[config.mk]
export PLATFORM = sky130hd
export DESIGN_NAME = touch_adc_host
export DESIGN_NICKNAME = d
export VERILOG_FILES = /design/src/rtl/tsh_pkg.sv /design/src/rtl/tsh_div.sv /design/src/rtl/tsh_busy_watch.sv /design/src/rtl/tsh_rx_shift.sv /design/src/rtl/touch_adc_host.sv
export SDC_FILE = /design/constraint.sdc
export NUM_CORES = 1
export LEC_CHECK = 0
export BUFFER_PORTS_ARGS = -buffer_cell sky130_fd_sc_hd__buf_2
export CELL_PAD_IN_SITES_DETAIL_PLACEMENT = 0
export CELL_PAD_IN_SITES_GLOBAL_PLACEMENT = 1
export CORE_AREA = 5 5 112 114
export DETAILED_ROUTE_END_ITERATION = 8
export DIE_AREA = 0 0 117 119
export HOLD_SLACK_MARGIN = 0.1
export PLACE_DENSITY = 0.68
export SLEW_MARGIN = 10
export SYNTH_ARGS = -nofsm -noshare
export SYNTH_HDL_FRONTEND = slang
export SYNTH_SLANG_ARGS = --single-unit
[constraint.sdc]
create_clock -name clk -period 6.6 [get_ports clk]
set_clock_uncertainty 0.15 [all_clocks]
set_input_delay 1.65 -clock clk [delete_from_list [all_inputs] [get_ports clk]]
set_output_delay 1.65 -clock clk [all_outputs]
set_load 0.02 [all_outputs]
[src/rtl/tsh_pkg.sv]
package tsh_pkg;

    localparam int CMD_BITS  = 8;
    localparam int READ_BITS = 16;
    localparam int RES_BITS  = 12;

    typedef enum logic [2:0] {
        ST_IDLE,
        ST_CMD,
        ST_HOLD,
        ST_WAIT,
        ST_READ
    } tsh_state_e;

    // Command byte: start bit, channel, resolution (0 = 12 bit),
    // single-ended flag, power code (11 keep on, 00 power down at end).
    function automatic logic [CMD_BITS-1:0] tsh_cmd(input logic [2:0] ch,
                                                    input logic       se,
                                                    input logic       last);
        return {1'b1, ch, 1'b0, se, (last ? 2'b00 : 2'b11)};
    endfunction

endpackage

[src/rtl/tsh_div.sv]
module tsh_div #(
    parameter int HALF_DIV = 4
) (
    input  logic clk,
    input  logic rst_n,
    input  logic run,
    output logic tick
);
    localparam int CW = $clog2(HALF_DIV + 1);

    logic [CW-1:0] cnt_d, cnt_q;

    always_comb begin
        tick  = run && (cnt_q == CW'(HALF_DIV - 1));
        cnt_d = (!run || tick) ? '0 : cnt_q + CW'(1);
    end

    always_ff @(posedge clk) begin
        if (!rst_n) cnt_q <= '0;
        else        cnt_q <= cnt_d;
    end
endmodule

[src/rtl/tsh_busy_watch.sv]
module tsh_busy_watch #(
    parameter int TIMEOUT_CYC = 4096
) (
    input  logic clk,
    input  logic rst_n,
    input  logic busy_in,
    input  logic arm,
    output logic fell,
    output logic expired
);
    localparam int TW = $clog2(TIMEOUT_CYC + 1);

    typedef struct packed {
        logic          s1;
        logic          s2;
        logic [TW-1:0] cnt;
    } bw_t;

    bw_t d, q;

    always_comb begin
        d       = q;
        d.s1    = busy_in;
        d.s2    = q.s1;
        fell    = arm && q.s2 && !q.s1;
        expired = arm && (q.cnt == TW'(TIMEOUT_CYC - 1));
        if (!arm)
            d.cnt = '0;
        else if (!expired)
            d.cnt = q.cnt + TW'(1);
    end

    always_ff @(posedge clk) begin
        if (!rst_n) q <= '0;
        else        q <= d;
    end
endmodule

[src/rtl/tsh_rx_shift.sv]
module tsh_rx_shift #(
    parameter int WIDTH = 16,
    parameter int KEEP  = 12
) (
    input  logic            clk,
    input  logic            rst_n,
    input  logic            clr,
    input  logic            shift_en,
    input  logic            din,
    output logic [KEEP-1:0] top_bits
);
    logic [WIDTH-1:0] sh_d, sh_q;

    always_comb begin
        sh_d = sh_q;
        if (clr)
            sh_d = '0;
        else if (shift_en)
            sh_d = {sh_q[WIDTH-2:0], din};
        top_bits = sh_q[WIDTH-1 -: KEEP];
    end

    always_ff @(posedge clk) begin
        if (!rst_n) sh_q <= '0;
        else        sh_q <= sh_d;
    end
endmodule

[src/rtl/touch_adc_host.sv]
module touch_adc_host
    import tsh_pkg::*;
#(
    parameter int HALF_DIV    = 4,
    parameter int HOLD_W      = 8,
    parameter int REP_W       = 4,
    parameter int TIMEOUT_CYC = 4096,
    parameter int ACQ_BIT     = 5
) (
    input  logic                clk,
    input  logic                rst_n,
    input  logic                start,
    input  logic [2:0]          chan_sel,
    input  logic                single_ended,
    input  logic [REP_W-1:0]    repeat_m1,
    input  logic [HOLD_W-1:0]   hold_len,
    output logic                sclk,
    output logic                cs_n,
    output logic                mosi,
    input  logic                miso,
    input  logic                busy_in,
    output logic [RES_BITS-1:0] result,
    output logic                result_valid,
    output logic                timeout_err
);
    localparam int BC_W = $clog2(READ_BITS);

    typedef struct packed {
        tsh_state_e            st;
        logic                  sclk;
        logic                  cs_n;
        logic [BC_W-1:0]       bit_cnt;
        logic [REP_W-1:0]      left;
        logic [2:0]            ch;
        logic                  se;
        logic [HOLD_W-1:0]     hold;
        logic [HOLD_W-1:0]     hold_cnt;
        logic [CMD_BITS-1:0]   cmd;
        logic [RES_BITS-1:0]   res;
        logic                  vld;
        logic                  err;
    } ctl_t;

    ctl_t d, q;

    logic                run, tick, fell, expired, rx_clr, rx_shift;
    logic [RES_BITS-1:0] rx_top;

    assign run = (q.st == ST_CMD) || (q.st == ST_READ);

    tsh_div #(.HALF_DIV(HALF_DIV)) u_div (
        .clk   (clk),
        .rst_n (rst_n),
        .run   (run),
        .tick  (tick)
    );

    tsh_busy_watch #(.TIMEOUT_CYC(TIMEOUT_CYC)) u_watch (
        .clk     (clk),
        .rst_n   (rst_n),
        .busy_in (busy_in),
        .arm     (q.st == ST_WAIT),
        .fell    (fell),
        .expired (expired)
    );

    assign rx_clr   = (q.st == ST_WAIT) && fell;
    assign rx_shift = (q.st == ST_READ) && tick && !q.sclk;

    tsh_rx_shift #(.WIDTH(READ_BITS), .KEEP(RES_BITS)) u_rx (
        .clk      (clk),
        .rst_n    (rst_n),
        .clr      (rx_clr),
        .shift_en (rx_shift),
        .din      (miso),
        .top_bits (rx_top)
    );

    always_comb begin
        d     = q;
        d.vld = 1'b0;
        unique case (q.st)
            ST_IDLE: begin
                if (start) begin
                    d.ch      = chan_sel;
                    d.se      = single_ended;
                    d.left    = repeat_m1;
                    d.hold    = hold_len;
                    d.err     = 1'b0;
                    d.cmd     = tsh_cmd(chan_sel, single_ended, repeat_m1 == '0);
                    d.cs_n    = 1'b0;
                    d.sclk    = 1'b0;
                    d.bit_cnt = '0;
                    d.st      = ST_CMD;
                end
            end
            ST_CMD: begin
                if (tick) begin
                    if (!q.sclk) begin
                        d.sclk = 1'b1;
                    end else begin
                        d.sclk = 1'b0;
                        d.cmd  = {q.cmd[CMD_BITS-2:0], 1'b0};
                        if (q.bit_cnt == BC_W'(CMD_BITS - 1)) begin
                            d.bit_cnt = '0;
                            d.st      = ST_WAIT;
                        end else begin
                            d.bit_cnt = q.bit_cnt + BC_W'(1);
                            if ((q.bit_cnt + BC_W'(1) == BC_W'(ACQ_BIT)) &&
                                (q.hold != '0)) begin
                                d.hold_cnt = '0;
                                d.st       = ST_HOLD;
                            end
                        end
                    end
                end
            end
            ST_HOLD: begin
                if (q.hold_cnt == q.hold - HOLD_W'(1))
                    d.st = ST_CMD;
                else
                    d.hold_cnt = q.hold_cnt + HOLD_W'(1);
            end
            ST_WAIT: begin
                if (fell) begin
                    d.bit_cnt = '0;
                    d.st      = ST_READ;
                end else if (expired) begin
                    d.cs_n = 1'b1;
                    d.err  = 1'b1;
                    d.st   = ST_IDLE;
                end
            end
            ST_READ: begin
                if (tick) begin
                    if (!q.sclk) begin
                        d.sclk = 1'b1;
                    end else begin
                        d.sclk = 1'b0;
                        if (q.bit_cnt == BC_W'(READ_BITS - 1)) begin
                            d.bit_cnt = '0;
                            if (q.left == '0) begin
                                d.cs_n = 1'b1;
                                d.res  = rx_top;
                                d.vld  = 1'b1;
                                d.st   = ST_IDLE;
                            end else begin
                                d.left = q.left - REP_W'(1);
                                d.cmd  = tsh_cmd(q.ch, q.se, q.left == REP_W'(1));
                                d.st   = ST_CMD;
                            end
                        end else begin
                            d.bit_cnt = q.bit_cnt + BC_W'(1);
                        end
                    end
                end
            end
            default: d.st = ST_IDLE;
        endcase
    end

    always_ff @(posedge clk) begin
        if (!rst_n) begin
            q      <= '0;
            q.st   <= ST_IDLE;
            q.cs_n <= 1'b1;
        end else begin
            q <= d;
        end
    end

    assign sclk         = q.sclk;
    assign cs_n         = q.cs_n;
    assign mosi         = q.cmd[CMD_BITS-1];
    assign result       = q.res;
    assign result_valid = q.vld;
    assign timeout_err  = q.err;

endmodule

==> reports/metrics.csv, run 1 <==
stage,metric,value,unit
finish,syn_to_final_growth,10.7,%
critical_path,crit_type,primary input to register,
finish,stdcell_area,4900,um^2
die,io_pins,38,
yosys,ys_ff_latch,89,
pwr,p_leak,1.92,nW
yosys,synth_area,4420,um^2
timing,hold_slack,0.278,ns
clock_network,cts_hold_buf,0,
finish,instances_no_fill,693,
yosys,syn_area_per_cell,8.27,um^2
placement,dp.cells,677,
global_routing,grt_pass1_wl,16100,um
critical_path,reg2reg_to,result[3],
drt,firstDrtPassIters,4,
yosys,synth_warnings,0,
clock_network,numCtsBuffers,9,
worst_hold_path,hp-start,u_div.cnt_q[0],
yosys,synth.top_cell.area_share,40.3,%
worst_hold_path,min_path_type,register to register,
timing,fin_crit_sh,51.3,%
global_routing,grt_overflow,0,
timing,finalMaxSlewViolations,0,
yosys,ys_seq_area_share,40.3,%
finish,regArea,1780,um^2
die,initial_core_util,39.1,%
yosys,synth-main-ff-cell,dfxtp_1,
clock_network,cts_buffer_depth,2,
critical_path,endpoint_kind,register,
critical_path,regToRegStartpoint,q[54],
finish,nets,577,
timing,grt_setup_unrepaired,false,
yosys,synthesis.nets,567,
yosys,synth.distinct_cells,63,
critical_path,cp_data_required_time,6.71,ns
critical_path,cp_cell_sequence,"buf_2, buf_4, inv_1, a21oi_1, nand2_1, o31ai_1",
clock_network,post-cts-setup-buffer-count,0,
global_routing,grt_antenna_before_repair,0,
drt,drt_iter0_drc,227,
worst_hold_path,hold_end,u_div.cnt_q[0],
finish,antennaDiodeCount,0,
timing,layout_min_cycle_time,3.39,ns
finish,nFillCells,1149,
drt,wire_per_inst,13.6,um
placement,post-dp-hpwl,6550,um
timing,relSlewSlack,32.2,%
worst_hold_path,hold_depth,1,
yosys,ys_top_cells_by_area,"dfxtp_1 (40%), nand2_1 (10%), a21oi_1 (3.8%)",
die,chipWidth,117,um
finish,finish.utilization,43.2,%
yosys,synth_common_cells,"nand2_1 (122), dfxtp_1 (89), nor2_1 (38)",
clock_network,clock_sinks,89,
clock_network,ctsResizeCount,0,
global_routing,grt_pass1_vias,3405,
die,rows,39,
critical_path,crit_path_start_kind,primary input,
timing,hold_violations,0,
finish,multi_input_area,2380,um^2
placement,postPlaceCellArea,4580,um^2
clock_network,root_buffer,clkbuf_16,
yosys,synth_edf_count,0,
drt,via_per_inst,5.16,
timing,finalSetupViolations,0,
critical_path,reg2reg_depth,5,
pwr,p_per_area,310,nW/um^2
critical_path,path_buf_inv,3,
critical_path,worstPathArrival,3.50,ns
yosys,synth.largest_area_cell,dfxtp_1,
drt,drc,0,
drt,ant_nets,0,
placement,gp_congestion,0.758,
critical_path,crit_fanout,44,
clock_network,clock_latency,0.35,ns
outcome,status,"finished, final reports clean",
die,die_height,119,um
timing,max_freq,295,MHz
clock_network,htree_num_levels,3,
critical_path,cp_top_family,compound AO/OA/AOI/OAI gates,
yosys,async_flop_share,0,%
clock_network,cts_tree,done,
finish,drive_gt1_share,13.1,%
drt,wl,9410,um
run,drv_cap,0,
placement,numPortBuffers,37,
pwr,max-vdd-ir-drop,0.165,mV
die,core_area,11300,um^2
yosys,synth_cells,535,
critical_path,max_stage_delay,0.74,ns
critical_path,cpMaxStageDelayCell,a21oi_1,
clock_network,path_clk_slew,0.07,ns
die,die_area,13900,um^2
global_routing,grt_max_degree,45,
timing,finalSetupTns,0,ns
global_routing,grt_usage,14.3,%
drt,vias,3573,
timing,tightest_slew,1.01,ns
yosys,yosysMostFrequentCell,nand2_1,
critical_path,ff2ff_setup_slack,3.89,ns
-- where the power goes --
group	switching [W]	total, W	internal, W
sequential	0.0000570	0.000639	0.000582
clock	0.000224	0.000532	0.000308
combinational	0.000203	0.000346	0.000144
-- routing by layer --
| metal | track usage, % | part of all wire, % | vias up |
|---|---|---|---|
| met5 | 0 | 0 | - |
| met4 | 6.45 | 2.1 | 0 |
| met3 | 3.14 | 4.4 | 12 |
| met2 | 21.4 | 44 | 58 |
| met1 | 19.6 | 50 | 1650 |
| li1 | - | - | 1853 |
-- worst max-delay path by stage --
stage,end,slack (ns),from,depth (start not counted)
after CTS,q[24],3.16,rst_n,6
after global placement,q[24],2.88,rst_n,6
final,q[24],3.21,rst_n,6
after floorplan,mosi,3.53,start,8
after detailed placement,q[24],2.79,rst_n,6
after global routing,q[24],2.94,rst_n,6
-- cell usage in the layout (no fill, tap or decap), types with 10 or more instances in the layout --
master / n
nand2_1: 122
dfxtp_1: 89
nor2_1: 38
buf_2: 37
a21oi_1: 34
a21boi_0: 20
inv_1: 12
nand3_1: 12
xnor2_1: 12
xor2_1: 11
ha_1: 11
o21ai_0: 10
-- worst reg2reg max path: stages (launching register included) --
cell	delay, ns
dfxtp_1	0.67
nand2_1	0.43
nor3_2	0.63
nand2_1	0.45
nand2_1	0.18
a21boi_0	0.09
-- state kept, by name (all words and copies together) (netlist names) --
name,count
cs_n,1
mosi,1
q,38
result,12
result_valid,1
sclk,1
timeout_err,1
u_div.cnt_q,3
u_rx.sh_q,16
u_watch.d,1
u_watch.q,14
-- cell families after synthesis --
logic type	after synthesis	synth area share, %
adder cells (fa/ha/maj)	11	3.11
XOR/XNOR	23	4.55
buffers and inverters	52	5.97
flip-flops	89	40.3
multiplexers	7	1.58
AND/OR/NAND/NOR	247	27.5
AO/OA/AOI/OAI	106	17.0
-- layout make-up --
type / instances / area share [%]
Timing Repair Buffer: 39 / 4.09
Clock buffer: 10 / 4.88
Inverter: 12 / 0.920
Multi-Input combinational cell: 394 / 48.6
Sequential cell: 89 / 36.4
Tap cell: 143 / 3.65
Clock inverter: 6 / 1.48
-- metrics by stage --
stage                     power [W]  setup slack [ns]
after floorplan            0.000921              3.53
after global routing        0.00161              2.94
final                       0.00152              3.21
after CTS                   0.00154              3.16
after detailed placement   0.000998              2.79
after global placement     0.000992              2.88
(Power assumes the default switching activity.)
==> run 2: changes to the inputs <==
Settings changed: PLACE_DENSITY 0.68 to 0.7.
Clock period 6.6 ns to 2.7 ns, I/O delays scaled along.
==> run 2 against run 1 <==
Effect of this change:
- clock power is 140% higher
- flip-flop and latch count is the same
- routed wire length rose by 1.9%
- hold slack gained 0.0027 ns
- core utilization grew 0.54 points
- global-route usage barely moved
- die area stayed put
- largest power group unchanged
==> reports/metrics.csv, run 2 (synthesis results as in run 1) <==
stage,metric,value,unit
critical_path,crit_path_start_kind,register,
critical_path,regToRegStartpoint,u_div.cnt_q[0],
drt,vias,3591,
finish,final_common_cell,nand2_1,
timing,relSlewSlack,57.9,%
critical_path,endpoint_kind,register,
finish,layout_common_cells,"nand2_1 (122), dfxtp_1 (89), nor2_1 (38), buf_2 (37), a21oi_1 (33)",
critical_path,cp_cell_sequence,"ha_1, ha_1, nand2_1, nor2_1, and3_1, o21ai_1, a21oi_1, o221a_2",
global_routing,grt_pass1_vias,3381,
critical_path,crit_fanout,8,
timing,finalSetupViolations,0,
finish,nets,586,
clock_network,post-cts-setup-buffer-count,0,
clock_network,ctsResizeCount,0,
worst_hold_path,hp-start,u_div.cnt_q[0],
clock_network,htree_num_levels,3,
clock_network,numCtsBuffers,9,
finish,antennaDiodeCount,0,
critical_path,cpMaxStageDelayCell,o21ai_1,
worst_hold_path,min_path_type,register to register,
finish,reg_top3,"q x38, u_rx.sh_q x16, u_watch.q x14",
die,initial_core_util,39.1,%
drt,via_per_inst,5.12,
finish,regMostFlops,q,
critical_path,worstPathArrival,2.47,ns
die,core_area,11300,um^2
critical_path,cp.depth,8,
critical_path,max_stage_delay,0.50,ns
timing,fin_crit_sh,88.7,%
clock_network,cts_buffer_depth,2,
placement,gp_congestion,0.759,
timing,hold_violations,0,
timing,layout_min_cycle_time,2.40,ns
timing,max_freq,417,MHz
outcome,status,"finished, final reports clean",
finish,syn_to_final_growth,12.0,%
critical_path,reg2reg_to,q[42],
critical_path,critical_path.startpoint,u_div.cnt_q[0],
finish,largest_reg_flops,38,
global_routing,grt_usage,14.3,%
drt,wl,9590,um
global_routing,grt_max_degree,44,
drt,ant_nets,0,
critical_path,cp_top_family,compound AO/OA/AOI/OAI gates,
finish,multi_input_area,2380,um^2
finish,regArea,1780,um^2
pwr,p_per_area,751,nW/um^2
die,chipWidth,117,um
clock_network,cts_hold_buf,0,
die,die_area,13900,um^2
pwr,p_leak,1.96,nW
drt,firstDrtPassIters,4,
clock_network,cts_tree,done,
clock_network,path_clk_slew,0.07,ns
timing,finalMaxSlewViolations,0,
die,io_pins,38,
drt,drt_iter0_drc,230,
timing,tightest_slew,0.627,ns
critical_path,cpMostUsedCell,ha_1,
timing,finalSetupTns,0,ns
timing,grt_setup_unrepaired,false,
placement,post-dp-hpwl,6910,um
die,die_height,119,um
clock_network,clock_latency,0.33,ns
die,rows,39,
run,drv_cap,0,
global_routing,grt_antenna_before_repair,0,
placement,numPortBuffers,37,
drt,drc,0,
finish,drive_gt1_share,14.7,%
global_routing,grt_pass1_wl,16200,um
global_routing,grt_overflow,0,
drt,wire_per_inst,13.7,um
finish,nFillCells,1155,
timing,hold_slack,0.281,ns
critical_path,crit_type,register to register,
critical_path,timing.critical_path.to,q[42],
critical_path,reg2reg_depth,8,
critical_path,cp_data_required_time,2.78,ns
pwr,max-vdd-ir-drop,0.334,mV
critical_path,path_buf_inv,0,
critical_path,ff2ff_setup_slack,0.30,ns
clock_network,clock_sinks,89,
clock_network,root_buffer,clkbuf_16,
==> run 2: stage by stage <==
step           cells  area, um^2  power, W  worst slack [ns]  util [%]
6_report         702        4960   0.00373             0.304      43.8
5_1_grt          702        4960   0.00396            0.0855      43.8
4_1_cts          702        4950   0.00377             0.204      43.8
3_5_place_dp     686        4650   0.00249             0.221      41.1
3_3_place_gp     686        4650   0.00247             0.301      41.1
2_1_floorplan    535        4420   0.00225             0.547         -
==> run 2: cell type report <==
type                    instances  share of cell area, %
multi-input cells             394                   48.1
flip-flops and latches         89                   35.9
repair buffers                 48                   5.40
clock buffers                   9                   4.54
well taps                     143                   3.61
clock inverters                 7                   1.54
inverters                      12                  0.909
==> run 2: metal layers <==
layer	vias to the layer above	GRT usage, %	wire length, um
li1	1857	-	-
met1	1701	18.7	4550
met2	31	23.3	4680
met3	2	3.35	325
met4	0	4.09	38
met5	-	0	0
==> run 2: power breakdown <==
group	total [W]	switching [W]	internal [W]
clock	0.00127	0.000541	0.000727
sequential	0.00154	0.000114	0.00142
combinational	0.000921	0.000532	0.000388
==> run 2: worst min-delay path by stage <==
stage | to | cells past startpoint
floorplan | u_div.cnt_q[0] | 1
global placement | u_div.cnt_q[0] | 1
detailed placement | u_div.cnt_q[0] | 1
CTS | u_div.cnt_q[0] | 1
global route | u_div.cnt_q[0] | 1
finish | u_div.cnt_q[0] | 1
==> run 2: worst reg2reg max path: cells and delay by family (launching register included) <==
family	cells	cell delay, ns
compound gates	3	0.88
simple gates	3	0.49
fa+ha+maj	2	0.45
flops	1	0.32
==> run 3: changes to the inputs <==
--- a/config.mk
+++ b/config.mk
@@ -9,7 +9,7 @@
 export CELL_PAD_IN_SITES_DETAIL_PLACEMENT = 0
 export CELL_PAD_IN_SITES_GLOBAL_PLACEMENT = 1
-export CORE_AREA = 5 5 112 114
+export CORE_AREA = 2 2 109 111
 export DETAILED_ROUTE_END_ITERATION = 8
-export DIE_AREA = 0 0 117 119
+export DIE_AREA = 0 0 111 113
 export HOLD_SLACK_MARGIN = 0.1
 export PLACE_DENSITY = 0.7
==> constraint.sdc (replaced) <==
create_clock -name clk -period 2.7 [get_ports clk]
set_clock_uncertainty 0.15 [all_clocks]
set_input_delay 0.54 -clock clk [delete_from_list [all_inputs] [get_ports clk]]
set_output_delay 0.54 -clock clk [all_outputs]
set_load 0.02 [all_outputs]
==> run 3 against run 2 <==
Effect of this change:
- flip-flop and latch count unchanged
- register-to-register slack improved by 0.08 ns
- design area decreased by 0.63%
- core utilization decreased by 0.088 points
- sequential power about the same
- highest routed layer unchanged
- non-clock buffer count decreased by 1
- global-route usage increased by 1.7 points
- critical path depth decreased by 1
- critical path type unchanged
==> reports/metrics.csv, run 3 (synthesis results as in run 1) <==
stage,metric,value,unit
outcome,status,"finished, final reports clean",
drt,drc,0,
pwr,p_per_area,740,nW/um^2
clock_network,path_clk_slew,0.07,ns
pwr,max-vdd-ir-drop,0.288,mV
critical_path,worstPathArrival,2.40,ns
timing,finalMaxSlewViolations,0,
finish,nets,585,
clock_network,cts_tree,done,
finish,multi_input_area,2380,um^2
drt,wire_per_inst,13.4,um
finish,largest_reg_flops,38,
critical_path,crit_fanout,15,
global_routing,grt_max_degree,44,
drt,wl,9410,um
timing,finalSetupTns,0,ns
timing,fin_crit_sh,85.9,%
critical_path,endpoint_kind,register,
critical_path,ff2ff_setup_slack,0.38,ns
critical_path,reg2reg_to,q[15],
placement,post-dp-hpwl,6580,um
clock_network,root_buffer,clkbuf_16,
timing,grt_setup_unrepaired,false,
die,chipWidth,111,um
drt,ant_nets,0,
timing,layout_min_cycle_time,2.32,ns
die,initial_core_util,39.2,%
clock_network,post-cts-setup-buffer-count,0,
clock_network,cts_buffer_depth,2,
clock_network,clock_sinks,89,
finish,antennaDiodeCount,0,
critical_path,crit_type,register to register,
die,core_area,11300,um^2
drt,firstDrtPassIters,5,
finish,instances_no_fill,701,
finish,layout_common_cells,"nand2_1 (122), dfxtp_1 (89), nor2_1 (38), buf_2 (37), a21oi_1 (33)",
critical_path,cp_data_required_time,2.78,ns
critical_path,crit_path_start_kind,register,
worst_hold_path,min_path_type,primary input to register,
finish,drive_gt1_share,14.3,%
finish,syn_to_final_growth,11.3,%
placement,post-place-ws,0.224,ns
timing,finalSetupViolations,0,
drt,drt_iter0_drc,215,
timing,hold_violations,0,
global_routing,grt_pass1_wl,16500,um
timing,max_freq,431,MHz
finish,nFillCells,1143,
finish,regArea,1780,um^2
clock_network,htree_num_levels,3,
placement,gp_congestion,0.808,
placement,numPortBuffers,37,
finish,final_common_cell,nand2_1,
global_routing,grt_overflow,0,
global_routing,grt_antenna_before_repair,0,
global_routing,grt_pass1_vias,3568,
critical_path,reg2reg_depth,7,
clock_network,numCtsBuffers,9,
placement,dp.cells,685,
die,die_height,113,um
critical_path,timing.critical_path.to,q[15],
pwr,p_leak,1.94,nW
timing,worst_slack,0.381,ns
finish,regMostFlops,q,
die,rows,39,
timing,relSlewSlack,60.5,%
critical_path,regToRegStartpoint,q[52],
drt,via_per_inst,5.12,
die,io_pins,38,
global_routing,grt_usage,15.9,%
timing,tightest_slew,0.592,ns
critical_path,critical_path.startpoint,q[52],
run,drv_cap,0,
finish,reg_top3,"q x38, u_rx.sh_q x16, u_watch.q x14",
die,die_area,12500,um^2
clock_network,clock_latency,0.34,ns
drt,vias,3590,
==> run 3: cell count changes in the layout (fill, tap and decap cells not counted), sizes merged <==
cell	change
buf	-1
bufinv	-1
clkbuf	+1
clkinvlp	-1
inv	+1
==> run 3: metal layers <==
layer  up-vias  track usage, %  routed length [um]
met2        33            26.9                4370
met5         -               0                   0
met1      1696            20.0                4620
met4         0            6.00                 133
met3         8            3.64                 277
li1       1853               -                   -
==> run 3: how the worst min path moves through the flow <==
stage	startpoint	end	slack (ns)	cells past startpoint
after floorplan	u_div.cnt_q[0]	u_div.cnt_q[0]	0.25	1
after global placement	u_div.cnt_q[0]	u_div.cnt_q[0]	0.26	1
after detailed placement	u_div.cnt_q[0]	u_div.cnt_q[0]	0.27	1
after CTS	busy_in	u_watch.d[13]	0.24	2
after global routing	busy_in	u_watch.d[13]	0.25	2
final	busy_in	u_watch.d[13]	0.25	2
==> run 3: final cells by class <==
cell class | instances | share of cell area [%]
clock inverters | 6 | 0.991
inverters | 12 | 0.914
repair buffers | 47 | 5.28
flip-flops and latches | 89 | 36.2
clock buffers | 10 | 4.65
well taps | 143 | 3.63
multi-input cells | 394 | 48.4
==> run 3: report_power, final <==
group	total (W)	leakage (nW)	switching (W)	internal (W)
Clock	0.00119	0.138	0.000553	0.000638
Sequential	0.00156	0.722	0.000136	0.00142
Combinational	0.000895	1.08	0.000514	0.000380
Total	0.00364	1.94	0.00120	0.00244
==> run 3: per-stage QoR <==
step	hold slack, ns	util, %	instance area (um^2)	power (W)
finish	0.253	43.7	4930	0.00364
global route	0.247	43.7	4930	0.00387
CTS	0.244	43.7	4920	0.00370
detailed placement	0.271	41.2	4640	0.00248
global placement	0.258	41.2	4640	0.00246
floorplan	0.249	-	4420	0.00225
==> run 3: worst max-delay path: stages, from the launching register on <==
cell and delay [ns]:
dfxtp_1 0.64, nor2_2 0.13, and2_0 0.29, o21ai_0 0.11, and3b_1 0.50, nand3_1 0.17
a21oi_1 0.15, nor2_1 0.06
==> run 3: repair_timing <==
item	4_1_cts	5_1_grt
resized for setup	0	1
hold buffers	0	0
endpoints found under the setup margin	0	3
